$ cat config.mk
export PLATFORM = sky130hd
export DESIGN_NAME = irq_front
export DESIGN_NICKNAME = d
export VERILOG_FILES = /design/src/rtl/irq_front.sv
export SDC_FILE = /design/constraint.sdc
export NUM_CORES = 1
export LEC_CHECK = 0
export BUFFER_PORTS_ARGS = -buffer_cell sky130_fd_sc_hd__buf_2
export CAP_MARGIN = 20
export CORE_UTILIZATION = 40
export CTS_BUF_LIST = sky130_fd_sc_hd__clkbuf_16
export DETAILED_ROUTE_END_ITERATION = 12
export GPL_TIMING_DRIVEN = 0
export PLACE_DENSITY = 0.84
export SLEW_MARGIN = 20
export SYNTH_ARGS = -nofsm -noshare
export SYNTH_HDL_FRONTEND = slang
export SYNTH_SLANG_ARGS = --single-unit
$ cat constraint.sdc
create_clock -name clk -period 1.3 [get_ports clk]
set_clock_uncertainty 0.05 [all_clocks]
set_input_delay 0.13 -clock clk [delete_from_list [all_inputs] [get_ports clk]]
set_output_delay 0.13 -clock clk [all_outputs]
set_load 0.02 [all_outputs]
$ cat src/rtl/irq_front.sv
module irq_front #(
  parameter int          MIN_LOW = 2,
  parameter logic [15:0] VEC_IRQ = 16'h1FFA,
  parameter logic [15:0] VEC_TMR = 16'h1FF8,
  parameter logic [15:0] VEC_SPI = 16'h1FF4,
  parameter logic [15:0] VEC_PB  = 16'h1FF2
) (
  input  logic        clk,
  input  logic        rst_n,
  input  logic        irq_n,
  input  logic        level_mode,
  input  logic        timer_req,
  input  logic        spi_req,
  input  logic        pb_req,
  input  logic        insn_end,
  input  logic        svc_clr,
  input  logic        mask_wr,
  input  logic        mask_val,
  output logic        take,
  output logic [15:0] vec_hi,
  output logic [15:0] vec_lo,
  output logic        irq_pend,
  output logic        mask
);
  localparam int CW = $clog2(MIN_LOW + 1);
  localparam logic [CW-1:0] CNT_MAX  = CW'(MIN_LOW);
  localparam logic [CW-1:0] CNT_HIT  = CW'(MIN_LOW - 1);

  logic          s1, s2;
  logic [CW-1:0] lowcnt;
  logic          hit_edge, hit_lvl, pend_set, any_req, go;
  logic [15:0]   win;

  always_ff @(posedge clk) begin
    if (!rst_n) begin
      s1 <= 1'b1;
      s2 <= 1'b1;
    end else begin
      s1 <= irq_n;
      s2 <= s1;
    end
  end

  always_ff @(posedge clk) begin
    if (!rst_n)              lowcnt <= '0;
    else if (s2)             lowcnt <= '0;
    else if (lowcnt != CNT_MAX) lowcnt <= lowcnt + 1'b1;
  end

  assign hit_edge = !s2 && (lowcnt == CNT_HIT);
  assign hit_lvl  = !s2 && (lowcnt >= CNT_HIT);
  assign pend_set = hit_edge || (level_mode && hit_lvl);

  always_ff @(posedge clk) begin
    if (!rst_n)        irq_pend <= 1'b0;
    else if (pend_set) irq_pend <= 1'b1;
    else if (svc_clr)  irq_pend <= 1'b0;
  end

  assign any_req = irq_pend | timer_req | spi_req | pb_req;
  assign go      = insn_end && !mask && any_req;

  always_comb begin
    if (irq_pend)       win = VEC_IRQ;
    else if (timer_req) win = VEC_TMR;
    else if (spi_req)   win = VEC_SPI;
    else                win = VEC_PB;
  end

  always_ff @(posedge clk) begin
    if (!rst_n) begin
      take   <= 1'b0;
      mask   <= 1'b1;
      vec_hi <= 16'h0000;
      vec_lo <= 16'h0001;
    end else begin
      take <= go;
      if (go) begin
        mask   <= 1'b1;
        vec_hi <= win;
        vec_lo <= win + 16'd1;
      end else if (mask_wr) begin
        mask <= mask_val;
      end
    end
  end
endmodule


Yosys cells after proc, flatten, opt, wreduce, memory -nomap -nowiden
Cells that the tools add are included.
W data, S select, Z words.
{"block": "word_totals", "regBits": 39, "latchBits": 0, "ram_bits": 0, "rom_bits": 0, "input_bits": 11, "output_inout_bits": 35, "wordCells": 33, "mem_count": 0}
{"block": "classes", "add_sub_neg": 2, "multipliers": 0, "div": 0, "magnitude_cmp": 1, "eq_ne": 2, "shift": 0, "n_mux": 5, "n_bitwise": 4, "n_reduce_logical": 11}
{"cell": "$add A16 B1 Y16 const B", "count": 1}
{"cell": "$mux W4", "count": 2}
{"cell": "$logic_and A1 B1 Y1", "count": 5}
{"cell": "$reduce_or A2 Y1", "count": 2}
{"cell": "$mux W3", "count": 1}
{"cell": "$or A1 B1 Y1", "count": 3}
{"cell": "$add A2 B1 Y2 const B", "count": 1}
{"cell": "$eq A2 B1 Y1 const B", "count": 1}
{"cell": "$ge A2 B1 Y1 const B", "count": 1}
{"cell": "$logic_not A1 Y1", "count": 2}
{"cell": "$mux W1", "count": 2}
{"cell": "$ne A2 B2 Y1 const B", "count": 1}
{"cell": "$reduce_bool A2 Y1", "count": 1}
{"cell": "$logic_or A1 B1 Y1", "count": 1}
{"cell": "$not A1 Y1", "count": 1}

Longest topological paths before layout
Gate-level depths: netlist (run 1).
{"block": "depth", "depth_word": 5, "ltp_mapped": 5, "mapped_depth_nobuf": 5}

Worst setup path after synthesis (run 1)
Ideal clock, no wire load.
{"block": "synth_timing", "path_type": "register to register", "start": "register irq_pend", "end": "register vec_lo[1]", "arrival_ns": 1.025, "setup_slack_ns": 0.106, "path_stages_with_launch": 4, "n_path_buf": 0, "period_less_slack_ns": 1.194, "path_cell_list": "dfxtp_1 > nor4_4 > nor2_2 > o221a_1"}
{"block": "synth_between", "elab_chain_len": 4, "word_cells_on_any_way": 6, "classes_between": "add/sub: 1; mux: 1; bitwise: 3; reduce/logical: 1"}
{"item": "start: declaration", "line": "22", "source": "output logic irq_pend,"}
{"item": "start signal: assignment", "line": "55", "source": "if (!rst_n) irq_pend <= 1'b0;"}
{"item": "start signal: assignment", "line": "56", "source": "else if (pend_set) irq_pend <= 1'b1;"}
{"item": "start signal: assignment", "line": "57", "source": "else if (svc_clr) irq_pend <= 1'b0;"}
{"item": "parallel branches: the longest is 4 deep, another holds $add A16 B1 Y16"}
{"item": "end signal: assignment", "line": "81", "source": "vec_lo <= win + 16'd1;"}
{"item": "end: declaration", "line": "21", "source": "output logic [15:0] vec_lo,"}
Several ways; the timed one is not identified.
A chain may end at the register's enable or synchronous reset.

==> results of run 1 <==
==> layer usage <==
| layer | part of all wire [%] | up-vias |
|---|---|---|
| met4 | 3.2 | 0 |
| li1 | - | 302 |
| met5 | 0 | - |
| met1 | 36 | 257 |
| met3 | 11 | 4 |
| met2 | 50 | 41 |
==> power groups by stage <==
stage | Clock, mW | Sequential [mW] | Combinational, mW
floorplan | 0 | 0.375 | 0.136
finish | 0.561 | 0.362 | 0.203
detailed placement | 0 | 0.368 | 0.204
global route | 0.593 | 0.364 | 0.217
global placement | 0 | 0.367 | 0.200
CTS | 0.565 | 0.363 | 0.204
==> state kept, by name (all words and copies together) (netlist names) <==
signal and cells:
irq_pend 1, s2 1, mask 1, vec_lo 4, s1 1, lowcnt 2, take 1
==> worst max-delay path, delay by kind of cell (launching register included) <==
family / cells / cell delay [ps]
flops: 1 / 490
buf+inv: 2 / 310
==> metrics by stage <==
| stage | power (mW) | std cells | setup slack, ps |
|---|---|---|---|
| 2_1_floorplan | 0.511 | 82 | 106 |
| 4_1_cts | 1.13 | 139 | 66.4 |
| 6_report | 1.13 | 139 | 80.2 |
| 3_5_place_dp | 0.572 | 135 | 104 |
| 3_3_place_gp | 0.567 | 135 | 116 |
| 5_1_grt | 1.17 | 139 | 7.95 |
==> path summary, 6_finish.rpt <==
check / cells after the start / endpoint / start / slack [ps]
worst max-delay path: 2 / vec_lo[10] / vec_lo[11] / 80
worst max register to register: 3 / vec_lo[1] / irq_pend / 90
worst min-delay path: 2 / s1 / irq_n / 20
worst min register to register: 1 / s2 / s1 / 360
==> kinds of logic (layout without fill, tap and decap cells) <==
logic type,count (synthesis),count (layout)
adder cells (fa/ha/maj),3,3
flip-flops,11,11
multiplexers,2,2
AND/OR/NAND/NOR,16,16
XOR/XNOR,1,1
AO/OA/AOI/OAI,11,11
buffers and inverters,30,71
other,2,8
==> Yosys cell counts <==
library cell,n
sky130_fd_sc_hd__nand2b_1,4
sky130_fd_sc_hd__o21a_1,1
sky130_fd_sc_hd__nor2_2,1
sky130_fd_sc_hd__o21bai_1,1
sky130_fd_sc_hd__nand3_1,1
sky130_fd_sc_hd__inv_1,2
sky130_fd_sc_hd__o211ai_1,1
sky130_fd_sc_hd__conb_1,2
sky130_fd_sc_hd__nor2_1,4
sky130_fd_sc_hd__dfxtp_1,11
sky130_fd_sc_hd__xor2_1,1
sky130_fd_sc_hd__buf_4,28
sky130_fd_sc_hd__or2b_1,1
sky130_fd_sc_hd__ha_1,3
sky130_fd_sc_hd__nor3_1,1
sky130_fd_sc_hd__o221a_1,1
sky130_fd_sc_hd__and2_2,1
sky130_fd_sc_hd__a21boi_0,3
sky130_fd_sc_hd__mux2i_1,2
sky130_fd_sc_hd__nor4_4,1
sky130_fd_sc_hd__o21ai_0,4
sky130_fd_sc_hd__nor2b_1,2
==> layout by cell type, fill, tap and decap left out, types with 2 or more instances in the layout <==
cell type and count:
sky130_fd_sc_hd__mux2i_1 2, sky130_fd_sc_hd__nor2_1 4, sky130_fd_sc_hd__dfxtp_1 10, sky130_fd_sc_hd__conb_1 8
sky130_fd_sc_hd__o21ai_0 4, sky130_fd_sc_hd__inv_1 2, sky130_fd_sc_hd__nor2b_1 2, sky130_fd_sc_hd__nand2b_1 4
sky130_fd_sc_hd__buf_4 28, sky130_fd_sc_hd__a21boi_0 3, sky130_fd_sc_hd__buf_2 37, sky130_fd_sc_hd__ha_1 3
sky130_fd_sc_hd__clkbuf_16 3
==> final cells by class <==
class | instances | area (um^2) | share of cell area, %
buffer | 28 | 210 | 21.0
clock buffer | 3 | 75.1 | 7.49
clock inverter | 1 | 5.00 | 0.499
inverter | 2 | 7.51 | 0.749
multi-input combinational | 41 | 278 | 27.7
sequential | 11 | 221 | 22.1
tap | 16 | 20.0 | 2.00
timing repair buffer | 37 | 185 | 18.5
==> summary.json, run 1 <==
{
  "setup_total_negative_slack": {"value": 0, "unit": "ps"},
  "synth_simple_gate_area_share": {"value": 15.2, "unit": "%"},
  "synth.distinct_cells": {"value": 22},
  "drv_cap": {"value": 0},
  "worst_ep_arrival_time": {"value": 1040, "unit": "ps"},
  "num_vias": {"value": 604},
  "floorplan.die_area": {"value": 1900, "unit": "um^2"},
  "layout_min_cycle_time": {"value": 1220, "unit": "ps"},
  "power.switching": {"value": 0.274, "unit": "mW"},
  "initial_antenna_violation_count": {"value": 0},
  "violations": {"value": "design-rule violations"},
  "muxShareOfSynthArea": {"value": 2.89, "unit": "%"},
  "worst-setup-path-type": {"value": "register to primary output"},
  "slew_viol_final": {"value": 0},
  "tritoncts": {"value": "done"},
  "yosys_warn_count": {"value": 0},
  "intPower": {"value": 0.853, "unit": "mW"},
  "cts_inserted_buffers": {"value": 3},
  "synthXorXnorAreaFrac": {"value": 1.26, "unit": "%"},
  "critical_path.slowest_cell": {"value": "sky130_fd_sc_hd__dfxtp_2"},
  "drt_drc_violations_left": {"value": 6},
  "finalCritPeriodShare": {"value": 93.8, "unit": "%"},
  "post_synth_fa_ha_maj_area_fraction": {"value": 5.42, "unit": "%"},
  "maximum_number_of_pins_on_one_net_before_global_route_repair": {"value": 20},
  "gr-usage-met3": {"value": 4.17, "unit": "%"},
  "synthDominantCellAreaShare": {"value": 31.8, "unit": "%"},
  "worstPathRequired": {"value": 1120, "unit": "ps"},
  "clock_tree.htree_level_count": {"value": 1},
  "ratio_of_cells_with_drive_above_1_in_the_final_layout": {"value": 59.3, "unit": "%"},
  "power.sequential.fraction": {"value": 32.1, "unit": "%"},
  "final_antenna_net_count": {"value": 0},
  "rows": {"value": 14},
  "cts_buffer_depth": {"value": 2},
  "syn_area": {"value": 693, "unit": "um^2"},
  "post_synth_inst_count": {"value": 76},
  "nNetsFinal": {"value": 138},
  "place.detailed.hpwl": {"value": 1020, "unit": "um"},
  "worstPathCellList": {"value": "buf_4 > buf_2"},
  "postLayoutCellArea": {"value": 1000, "unit": "um^2"},
  "core": {"value": 1560, "unit": "um^2"},
  "vias_in_the_first_global_route": {"value": 496},
  "detailedRoute.firstIterationViolations": {"value": 9},
  "whs": {"value": 24.9, "unit": "ps"},
  "detailedRoute.firstPassIterationCount": {"value": 8},
  "p_sw_share": {"value": 24.3, "unit": "%"},
  "finish.utilization": {"value": 64.3, "unit": "%"},
  "leakage": {"value": 0.578, "unit": "nW"},
  "max_freq": {"value": 820, "unit": "MHz"},
  "dpl-instance-area": {"value": 921, "unit": "um^2"},
  "cts.sinks": {"value": 11},
  "clock_tree_root_buffer_cell": {"value": "sky130_fd_sc_hd__clkbuf_16"},
  "grt_overflow": {"value": 0},
  "postCtsHoldBufs": {"value": 0},
  "grt_pass1_wl": {"value": 2000, "unit": "um"},
  "combinational_family_with_the_most_area_after_synthesis": {"value": "buffers and inverters"},
  "worst-path-max-fanout": {"value": 19},
  "met1_layer_usage_reported_by_global_route": {"value": 14.0, "unit": "%"},
  "synth_area_leader_cell": {"value": "sky130_fd_sc_hd__dfxtp_1"},
  "grt.met2_usage": {"value": 27.2, "unit": "%"},
  "worstSetupEndpointType": {"value": "primary output"},
  "final.fill_count": {"value": 128},
  "port_buffers": {"value": 37},
  "clk_transition_reported_paths": {"value": 40, "unit": "ps"},
  "clockPowerShare": {"value": 49.8, "unit": "%"},
  "avgSynthCellArea": {"value": 9.12, "unit": "um^2"},
  "critPathMaxStageDelay": {"value": 490, "unit": "ps"},
  "design.portCount": {"value": 46},
  "antenna_cells": {"value": 0},
  "fraction_of_power_consumed_by_combinational_cells": {"value": 18.1, "unit": "%"},
  "setup_viol_count_final": {"value": 0},
  "post-cts-setup-buffer-count": {"value": 0},
  "powerDensity": {"value": 1120, "unit": "nW/um^2"},
  "via_per_inst": {"value": 4.35},
  "ir_worst_vdd": {"value": 0.706, "unit": "mV"},
  "timing_hold_violations_final": {"value": 0},
  "syn_to_final_growth": {"value": 44.6, "unit": "%"},
  "floorplan.die.height": {"value": 43.6, "unit": "um"},
  "initial_utilization": {"value": 44.5, "unit": "%"},
  "setup_repair_after_global_routing_missed_its_margin": {"value": "false"},
  "wirelength": {"value": 1310, "unit": "um"},
  "avgRoutedWirePerCell": {"value": 9.42, "unit": "um"},
  "die-width": {"value": 43.6, "unit": "um"},
  "clock_latency_at_the_later_pin_of_the_worst_skew_pair": {"value": 240, "unit": "ps"},
  "synth_seq_area_share": {"value": 31.8, "unit": "%"},
  "min_path_type": {"value": "input pin to register"},
  "grt_most_used_layer": {"value": "met2"},
  "gr-usage-all-layers": {"value": 15.0, "unit": "%"},
  "ys_seq_elements": {"value": 11},
  "cts.repair.resized": {"value": 1},
  "netlist_top_cells_area": {"value": "sky130_fd_sc_hd__dfxtp_1, sky130_fd_sc_hd__buf_4, sky130_fd_sc_hd__ha_1"},
  "worst_setup_path_start_kind": {"value": "register"},
  "globalplace.congestion": {"value": 0.775},
  "run_status": {"value": "finished, violations left"},
  "compound_gate_fraction_of_synth_area": {"value": 11.0, "unit": "%"}
}
(Power assumes the default switching activity.)
==> run 2, diff against run 1 <==
- PLACE_DENSITY: 0.84 -> 0.77
==> summary.json, run 2 (same netlist as run 1, synthesis figures left out) <==
{
  "run_status": {"value": "finished, violations left", "change": "unchanged"},
  "violations": {"value": "design-rule violations", "change": "unchanged"},
  "tritoncts": {"value": "done", "change": "unchanged"},
  "worst-path-max-fanout": {"value": 19, "change": "unchanged"},
  "layout.cells.most_common": {"value": "sky130_fd_sc_hd__buf_2", "change": "unchanged"},
  "postLayoutSetupSlackWorst": {"value": 75.5, "unit": "ps", "change": "was 80.2 ps"},
  "detailedRoute.firstIterationViolations": {"value": 14, "change": "was 9"},
  "slew_viol_final": {"value": 0, "change": "unchanged"},
  "clock_tree_root_buffer_cell": {"value": "sky130_fd_sc_hd__clkbuf_16", "change": "unchanged"},
  "setup_viol_count_final": {"value": 0, "change": "unchanged"},
  "clockPowerShare": {"value": 49.1, "unit": "%", "change": "was 49.8%"},
  "finalCritPeriodShare": {"value": 94.2, "unit": "%", "change": "was 93.8%"},
  "top_register": {"value": "vec_lo", "change": "unchanged"},
  "dpl-instance-area": {"value": 921, "unit": "um^2", "change": "unchanged"},
  "clock_tree.htree_level_count": {"value": 1, "change": "unchanged"},
  "leakage": {"value": 0.580, "unit": "nW", "change": "was 0.578 nW"},
  "setup_total_negative_slack": {"value": 0, "unit": "ps", "change": "unchanged"},
  "reg2reg_from": {"value": "irq_pend", "change": "unchanged"},
  "cts.sinks": {"value": 11, "change": "unchanged"},
  "clock_latency_at_the_later_pin_of_the_worst_skew_pair": {"value": 230, "unit": "ps", "change": "was 240 ps"},
  "powerDensity": {"value": 1110, "unit": "nW/um^2", "change": "was 1120 nW/um^2"},
  "fraction_of_power_consumed_by_combinational_cells": {"value": 18.2, "unit": "%", "change": "was 18.1%"},
  "max_freq": {"value": 817, "unit": "MHz", "change": "was 820 MHz"},
  "whs": {"value": 28.3, "unit": "ps", "change": "was 24.9 ps"},
  "finish.cell_count_without_fillers": {"value": 139, "change": "unchanged"},
  "layout_top_registers": {"value": "vec_lo (4), lowcnt (2)", "change": "unchanged"},
  "cts_inserted_buffers": {"value": 3, "change": "unchanged"},
  "wirelength": {"value": 1120, "unit": "um", "change": "was 1310 um"},
  "postCtsHoldBufs": {"value": 0, "change": "unchanged"},
  "postLayoutCellArea": {"value": 1000, "unit": "um^2", "change": "about the same"},
  "setup_repair_after_global_routing_missed_its_margin": {"value": "false", "change": "unchanged"},
  "worst_ep_arrival_time": {"value": 1040, "unit": "ps", "change": "about the same"},
  "sequential_cell_area": {"value": 221, "unit": "um^2", "change": "unchanged"},
  "multi_input_comb_area": {"value": 278, "unit": "um^2", "change": "unchanged"},
  "timing_hold_violations_final": {"value": 0, "change": "unchanged"},
  "worstReg2RegEnd": {"value": "vec_lo[1]", "change": "unchanged"},
  "power.switching": {"value": 0.261, "unit": "mW", "change": "was 0.274 mW"},
  "ir_worst_vdd": {"value": 0.940, "unit": "mV", "change": "was 0.706 mV"},
  "final.fill_count": {"value": 131, "change": "was 128"},
  "detailedRoute.firstPassIterationCount": {"value": 8, "change": "unchanged"},
  "intPower": {"value": 0.848, "unit": "mW", "change": "was 0.853 mW"},
  "vias_in_the_first_global_route": {"value": 439, "change": "was 496"},
  "min_path_type": {"value": "input pin to register", "change": "unchanged"},
  "via_per_inst": {"value": 4.07, "change": "was 4.35"},
  "place_ws": {"value": 112, "unit": "ps", "change": "was 104 ps"},
  "place.detailed.instances": {"value": 135, "change": "unchanged"},
  "rrSetupSlack": {"value": 120, "unit": "ps", "change": "was 90 ps"},
  "final_cell_mix": {"value": "sky130_fd_sc_hd__buf_2, sky130_fd_sc_hd__buf_4, sky130_fd_sc_hd__dfxtp_1", "change": "unchanged"},
  "worstPathRequired": {"value": 1120, "unit": "ps", "change": "about the same"},
  "design.portCount": {"value": 46, "change": "unchanged"},
  "port_buffers": {"value": 37, "change": "unchanged"},
  "avgRoutedWirePerCell": {"value": 8.09, "unit": "um", "change": "was 9.42 um"},
  "finish.utilization": {"value": 64.2, "unit": "%", "change": "was 64.3%"},
  "worst-setup-path-type": {"value": "register to primary output", "change": "unchanged"},
  "timing.reg2reg.worst_path_depth": {"value": 3, "change": "unchanged"},
  "initial_utilization": {"value": 44.5, "unit": "%", "change": "unchanged"},
  "clk_transition_reported_paths": {"value": 40, "unit": "ps", "change": "about the same"},
  "core": {"value": 1560, "unit": "um^2", "change": "unchanged"},
  "drv_cap": {"value": 0, "change": "unchanged"},
  "power.sequential.fraction": {"value": 32.7, "unit": "%", "change": "was 32.1%"},
  "largest_reg_flops": {"value": 4, "change": "unchanged"},
  "die-width": {"value": 43.6, "unit": "um", "change": "unchanged"},
  "grt_pass1_wl": {"value": 1790, "unit": "um", "change": "was 2000 um"},
  "nNetsFinal": {"value": 138, "change": "unchanged"},
  "num_vias": {"value": 566, "change": "was 604"},
  "syn_to_final_growth": {"value": 44.4, "unit": "%", "change": "was 44.6%"},
  "drt_drc_violations_left": {"value": 5, "change": "was 6"},
  "whs_path_depth": {"value": 2, "change": "unchanged"},
  "cts_buffer_depth": {"value": 2, "change": "unchanged"},
  "antenna_cells": {"value": 0, "change": "unchanged"},
  "layout_min_cycle_time": {"value": 1220, "unit": "ps", "change": "about the same"},
  "floorplan.die.height": {"value": 43.6, "unit": "um", "change": "unchanged"},
  "p_sw_share": {"value": 23.5, "unit": "%", "change": "was 24.3%"},
  "design_power": {"value": 1.11, "unit": "mW", "change": "was 1.13 mW"},
  "final_antenna_net_count": {"value": 0, "change": "unchanged"},
  "initial_antenna_violation_count": {"value": 0, "change": "unchanged"},
  "place.detailed.hpwl": {"value": 857, "unit": "um", "change": "was 1020 um"},
  "rows": {"value": 14, "change": "unchanged"},
  "worstSetupEndpointType": {"value": "primary output", "change": "unchanged"},
  "worstSetupStartpoint": {"value": "vec_lo[11]", "change": "unchanged"},
  "min_delay_worst_endpoint": {"value": "s1", "change": "unchanged"},
  "gr-usage-all-layers": {"value": 13.1, "unit": "%", "change": "was 15.0%"},
  "maximum_number_of_pins_on_one_net_before_global_route_repair": {"value": 20, "change": "unchanged"},
  "post-cts-setup-buffer-count": {"value": 0, "change": "unchanged"},
  "worst_setup_path_start_kind": {"value": "register", "change": "unchanged"},
  "globalplace.congestion": {"value": 0.698, "change": "was 0.775"},
  "grt_overflow": {"value": 0, "change": "unchanged"},
  "ratio_of_cells_with_drive_above_1_in_the_final_layout": {"value": 58.5, "unit": "%", "change": "was 59.3%"},
  "hold_path_startpoint": {"value": "irq_n", "change": "unchanged"},
  "floorplan.die_area": {"value": 1900, "unit": "um^2", "change": "unchanged"}
}
==> run 2: how the worst max path moves through the flow <==
stage,endpoint,slack (ps),depth (start not counted)
floorplan,vec_lo[1],110,3
global route,vec_hi[10],10,2
detailed placement,vec_lo[4],110,2
CTS,vec_hi[7],60,2
finish,vec_hi[7],80,2
global placement,vec_lo[1],110,3
==> run 2: area by class of cell <==
type | count | area share [%]
Inverter | 2 | 0.750
Clock buffer | 3 | 7.50
Timing Repair Buffer | 37 | 18.5
Tap cell | 16 | 2.00
Buffer | 28 | 21.0
Sequential cell | 11 | 22.1
Multi-Input combinational cell | 41 | 27.7
Clock inverter | 1 | 0.375
==> run 2: power by group through the flow <==
stage	Sequential (mW)	Combinational, mW	Clock, mW
after floorplan	0.375	0.136	0
after global placement	0.367	0.200	0
after detailed placement	0.368	0.201	0
after CTS	0.363	0.202	0.552
after global routing	0.364	0.217	0.577
final	0.363	0.202	0.545
==> run 2: timing repair <==
item | in CTS | in global routing
resized for setup | 1 | 1
setup endpoints to repair | 18 | 1
pin swaps | 0 | 0
==> run 2: critical path, cell delays in order, from the launching register on <==
cell and delay, ps:
sky130_fd_sc_hd__dfxtp_2 500, sky130_fd_sc_hd__buf_4 160, sky130_fd_sc_hd__buf_2 150
==> run 2: per-layer routing <==
| metal | up-vias | wire (um) | track usage [%] |
|---|---|---|---|
| li1 | 305 | - | - |
| met1 | 219 | 504 | 15.0 |
| met2 | 40 | 449 | 20.6 |
| met3 | 2 | 157 | 6.25 |
| met4 | 0 | 13 | 5.63 |
| met5 | - | 0 | 0 |
==> run 3, diff against run 2 <==
- BUFFER_PORTS_ARGS: -buffer_cell sky130_fd_sc_hd__buf_2 -> -buffer_cell sky130_fd_sc_hd__clkbuf_2
==> summary.json, run 3 (same netlist as run 1, synthesis figures left out) <==
{
  "clock_tree_root_buffer_cell": {"value": "sky130_fd_sc_hd__clkbuf_16", "change": "unchanged"},
  "final.fill_count": {"value": 137, "change": "was 131"},
  "top_register": {"value": "vec_lo", "change": "unchanged"},
  "place.detailed.hpwl": {"value": 922, "unit": "um", "change": "was 857 um"},
  "initial_antenna_violation_count": {"value": 0, "change": "unchanged"},
  "cts.sinks": {"value": 11, "change": "unchanged"},
  "detailedRoute.firstIterationViolations": {"value": 7, "change": "was 14"},
  "rows": {"value": 14, "change": "unchanged"},
  "setup_viol_count_final": {"value": 0, "change": "unchanged"},
  "place_ws": {"value": 104, "unit": "ps", "change": "was 112 ps"},
  "globalplace.congestion": {"value": 0.711, "change": "was 0.698"},
  "nNetsFinal": {"value": 138, "change": "unchanged"},
  "grt_overflow": {"value": 0, "change": "unchanged"},
  "drv_cap": {"value": 0, "change": "unchanged"},
  "avgRoutedWirePerCell": {"value": 8.37, "unit": "um", "change": "was 8.09 um"},
  "initial_utilization": {"value": 44.5, "unit": "%", "change": "unchanged"},
  "worstSetupEndpointType": {"value": "register", "change": "was primary output"},
  "timing_hold_violations_final": {"value": 0, "change": "unchanged"},
  "multi_input_comb_area": {"value": 278, "unit": "um^2", "change": "unchanged"},
  "cts_buffer_depth": {"value": 2, "change": "unchanged"},
  "leakage": {"value": 0.562, "unit": "nW", "change": "was 0.580 nW"},
  "maximum_number_of_pins_on_one_net_before_global_route_repair": {"value": 20, "change": "unchanged"},
  "place.detailed.instances": {"value": 135, "change": "unchanged"},
  "finish.cell_count_without_fillers": {"value": 139, "change": "unchanged"},
  "core": {"value": 1560, "unit": "um^2", "change": "unchanged"},
  "syn_to_final_growth": {"value": 44.8, "unit": "%", "change": "was 44.4%"},
  "vias_in_the_first_global_route": {"value": 453, "change": "was 439"},
  "critPathMaxStageDelay": {"value": 380, "unit": "ps", "change": "was 500 ps"},
  "ratio_of_cells_with_drive_above_1_in_the_final_layout": {"value": 58.5, "unit": "%", "change": "unchanged"},
  "layout_min_cycle_time": {"value": 1200, "unit": "ps", "change": "was 1220 ps"},
  "tritoncts": {"value": "done", "change": "unchanged"},
  "worstPathRequired": {"value": 1370, "unit": "ps", "change": "was 1120 ps"},
  "worstPathCellList": {"value": "nor4_4 > nor2_2 > o221a_1", "change": "was buf_4 > buf_2"},
  "sequential_cell_area": {"value": 224, "unit": "um^2", "change": "was 221 um^2"},
  "clock_tree.htree_level_count": {"value": 1, "change": "unchanged"},
  "wirelength": {"value": 1160, "unit": "um", "change": "was 1120 um"},
  "design_power": {"value": 1.10, "unit": "mW", "change": "was 1.11 mW"},
  "setup_total_negative_slack": {"value": 0, "unit": "ps", "change": "unchanged"},
  "finalCritPeriodShare": {"value": 92.2, "unit": "%", "change": "was 94.2%"},
  "largest_reg_flops": {"value": 4, "change": "unchanged"},
  "design.portCount": {"value": 46, "change": "unchanged"},
  "via_per_inst": {"value": 4.12, "change": "was 4.07"},
  "final_cell_mix": {"value": "sky130_fd_sc_hd__clkbuf_2, sky130_fd_sc_hd__buf_4, sky130_fd_sc_hd__dfxtp_1", "change": "was sky130_fd_sc_hd__buf_2, sky130_fd_sc_hd__buf_4, sky130_fd_sc_hd__dfxtp_1"},
  "worst-setup-path-type": {"value": "register to register", "change": "was register to primary output"},
  "layout_top_registers": {"value": "vec_lo (4), lowcnt (2)", "change": "unchanged"},
  "grt_pass1_wl": {"value": 1950, "unit": "um", "change": "was 1790 um"},
  "clk_transition_reported_paths": {"value": 40, "unit": "ps", "change": "about the same"},
  "max_freq": {"value": 834, "unit": "MHz", "change": "was 817 MHz"},
  "postCtsHoldBufs": {"value": 0, "change": "unchanged"},
  "ir_worst_vdd": {"value": 0.926, "unit": "mV", "change": "was 0.940 mV"},
  "antenna_cells": {"value": 0, "change": "unchanged"},
  "final_antenna_net_count": {"value": 0, "change": "unchanged"},
  "worst_setup_path_start_kind": {"value": "register", "change": "unchanged"},
  "post-cts-setup-buffer-count": {"value": 0, "change": "unchanged"},
  "min_path_type": {"value": "input pin to register", "change": "unchanged"},
  "floorplan.die.height": {"value": 43.6, "unit": "um", "change": "unchanged"},
  "worst-path-max-fanout": {"value": 7, "change": "was 19"},
  "port_buffers": {"value": 37, "change": "unchanged"},
  "detailedRoute.firstPassIterationCount": {"value": 8, "change": "unchanged"},
  "powerDensity": {"value": 1100, "unit": "nW/um^2", "change": "was 1110 nW/um^2"},
  "layout.cells.most_common": {"value": "sky130_fd_sc_hd__clkbuf_2", "change": "was sky130_fd_sc_hd__buf_2"},
  "violations": {"value": "design-rule violations", "change": "unchanged"},
  "num_vias": {"value": 573, "change": "was 566"},
  "worst_ep_arrival_time": {"value": 1270, "unit": "ps", "change": "was 1040 ps"},
  "floorplan.die_area": {"value": 1900, "unit": "um^2", "change": "unchanged"},
  "cts_inserted_buffers": {"value": 3, "change": "unchanged"},
  "gr-usage-all-layers": {"value": 14.4, "unit": "%", "change": "was 13.1%"},
  "critical_path.slowest_cell": {"value": "sky130_fd_sc_hd__dfxtp_1", "change": "was sky130_fd_sc_hd__dfxtp_2"},
  "postLayoutSetupSlackWorst": {"value": 101, "unit": "ps", "change": "was 75.5 ps"},
  "die-width": {"value": 43.6, "unit": "um", "change": "unchanged"},
  "whs": {"value": 31.9, "unit": "ps", "change": "was 28.3 ps"},
  "drt_drc_violations_left": {"value": 5, "change": "unchanged"},
  "setup_repair_after_global_routing_missed_its_margin": {"value": "false", "change": "unchanged"},
  "slew_viol_final": {"value": 0, "change": "unchanged"},
  "run_status": {"value": "finished, violations left", "change": "unchanged"},
  "clock_latency_at_the_later_pin_of_the_worst_skew_pair": {"value": 230, "unit": "ps", "change": "about the same"}
}
-- run 3: area by class of cell --
class / count / share of cell area, %
buffer: 28 / 20.9
clock buffer: 3 / 7.48
inverter: 2 / 0.748
multi-input combinational: 41 / 27.7
sequential: 11 / 22.3
clock inverter: 1 / 0.374
timing repair buffer: 37 / 18.5
tap: 16 / 2.00
-- run 3: layer usage --
layer	vias up	GRT usage, %	wire length, um
li1	306	-	-
met1	226	15.2	520
met2	39	24.2	470
met3	2	5.00	154
met4	0	9.38	19
met5	-	0	0
-- run 3: timing repair --
item | 4_1_cts | 5_1_grt
gates resized for setup | 1 | 2
gates cloned | 0 | 0
endpoints found under the setup margin | 18 | 5
-- run 3: power breakdown --
group          internal, mW  switching (mW)  total (mW)  leakage, nW
clock network         0.402           0.133       0.535       0.0423
logic                0.0948           0.108       0.203        0.429
registers             0.349          0.0126       0.362       0.0904
-- run 3: worst max-delay path: cells and delay by family (launching register included) --
kind / cells / cell delay, ps
AND/OR/NAND/NOR: 2 / 420
AO/OA/AOI/OAI: 1 / 240
flip-flops: 1 / 380
-- run 3: path summary, 6_finish.rpt --
path	start	endpoint	slack, ps	cells past startpoint
setup reg to reg	irq_pend	vec_lo[1]	100	3
setup / recovery	irq_pend	vec_lo[1]	100	3
hold reg to reg	s1	s2	350	1
hold / removal	irq_n	s1	30	2
-- run 3: through the flow --
stage | utilization, % | instance area [um^2]
after floorplan | - | 716
after global placement | 59.1 | 921
after detailed placement | 59.1 | 921
after CTS | 64.2 | 1000
after global routing | 64.4 | 1000
final | 64.4 | 1000
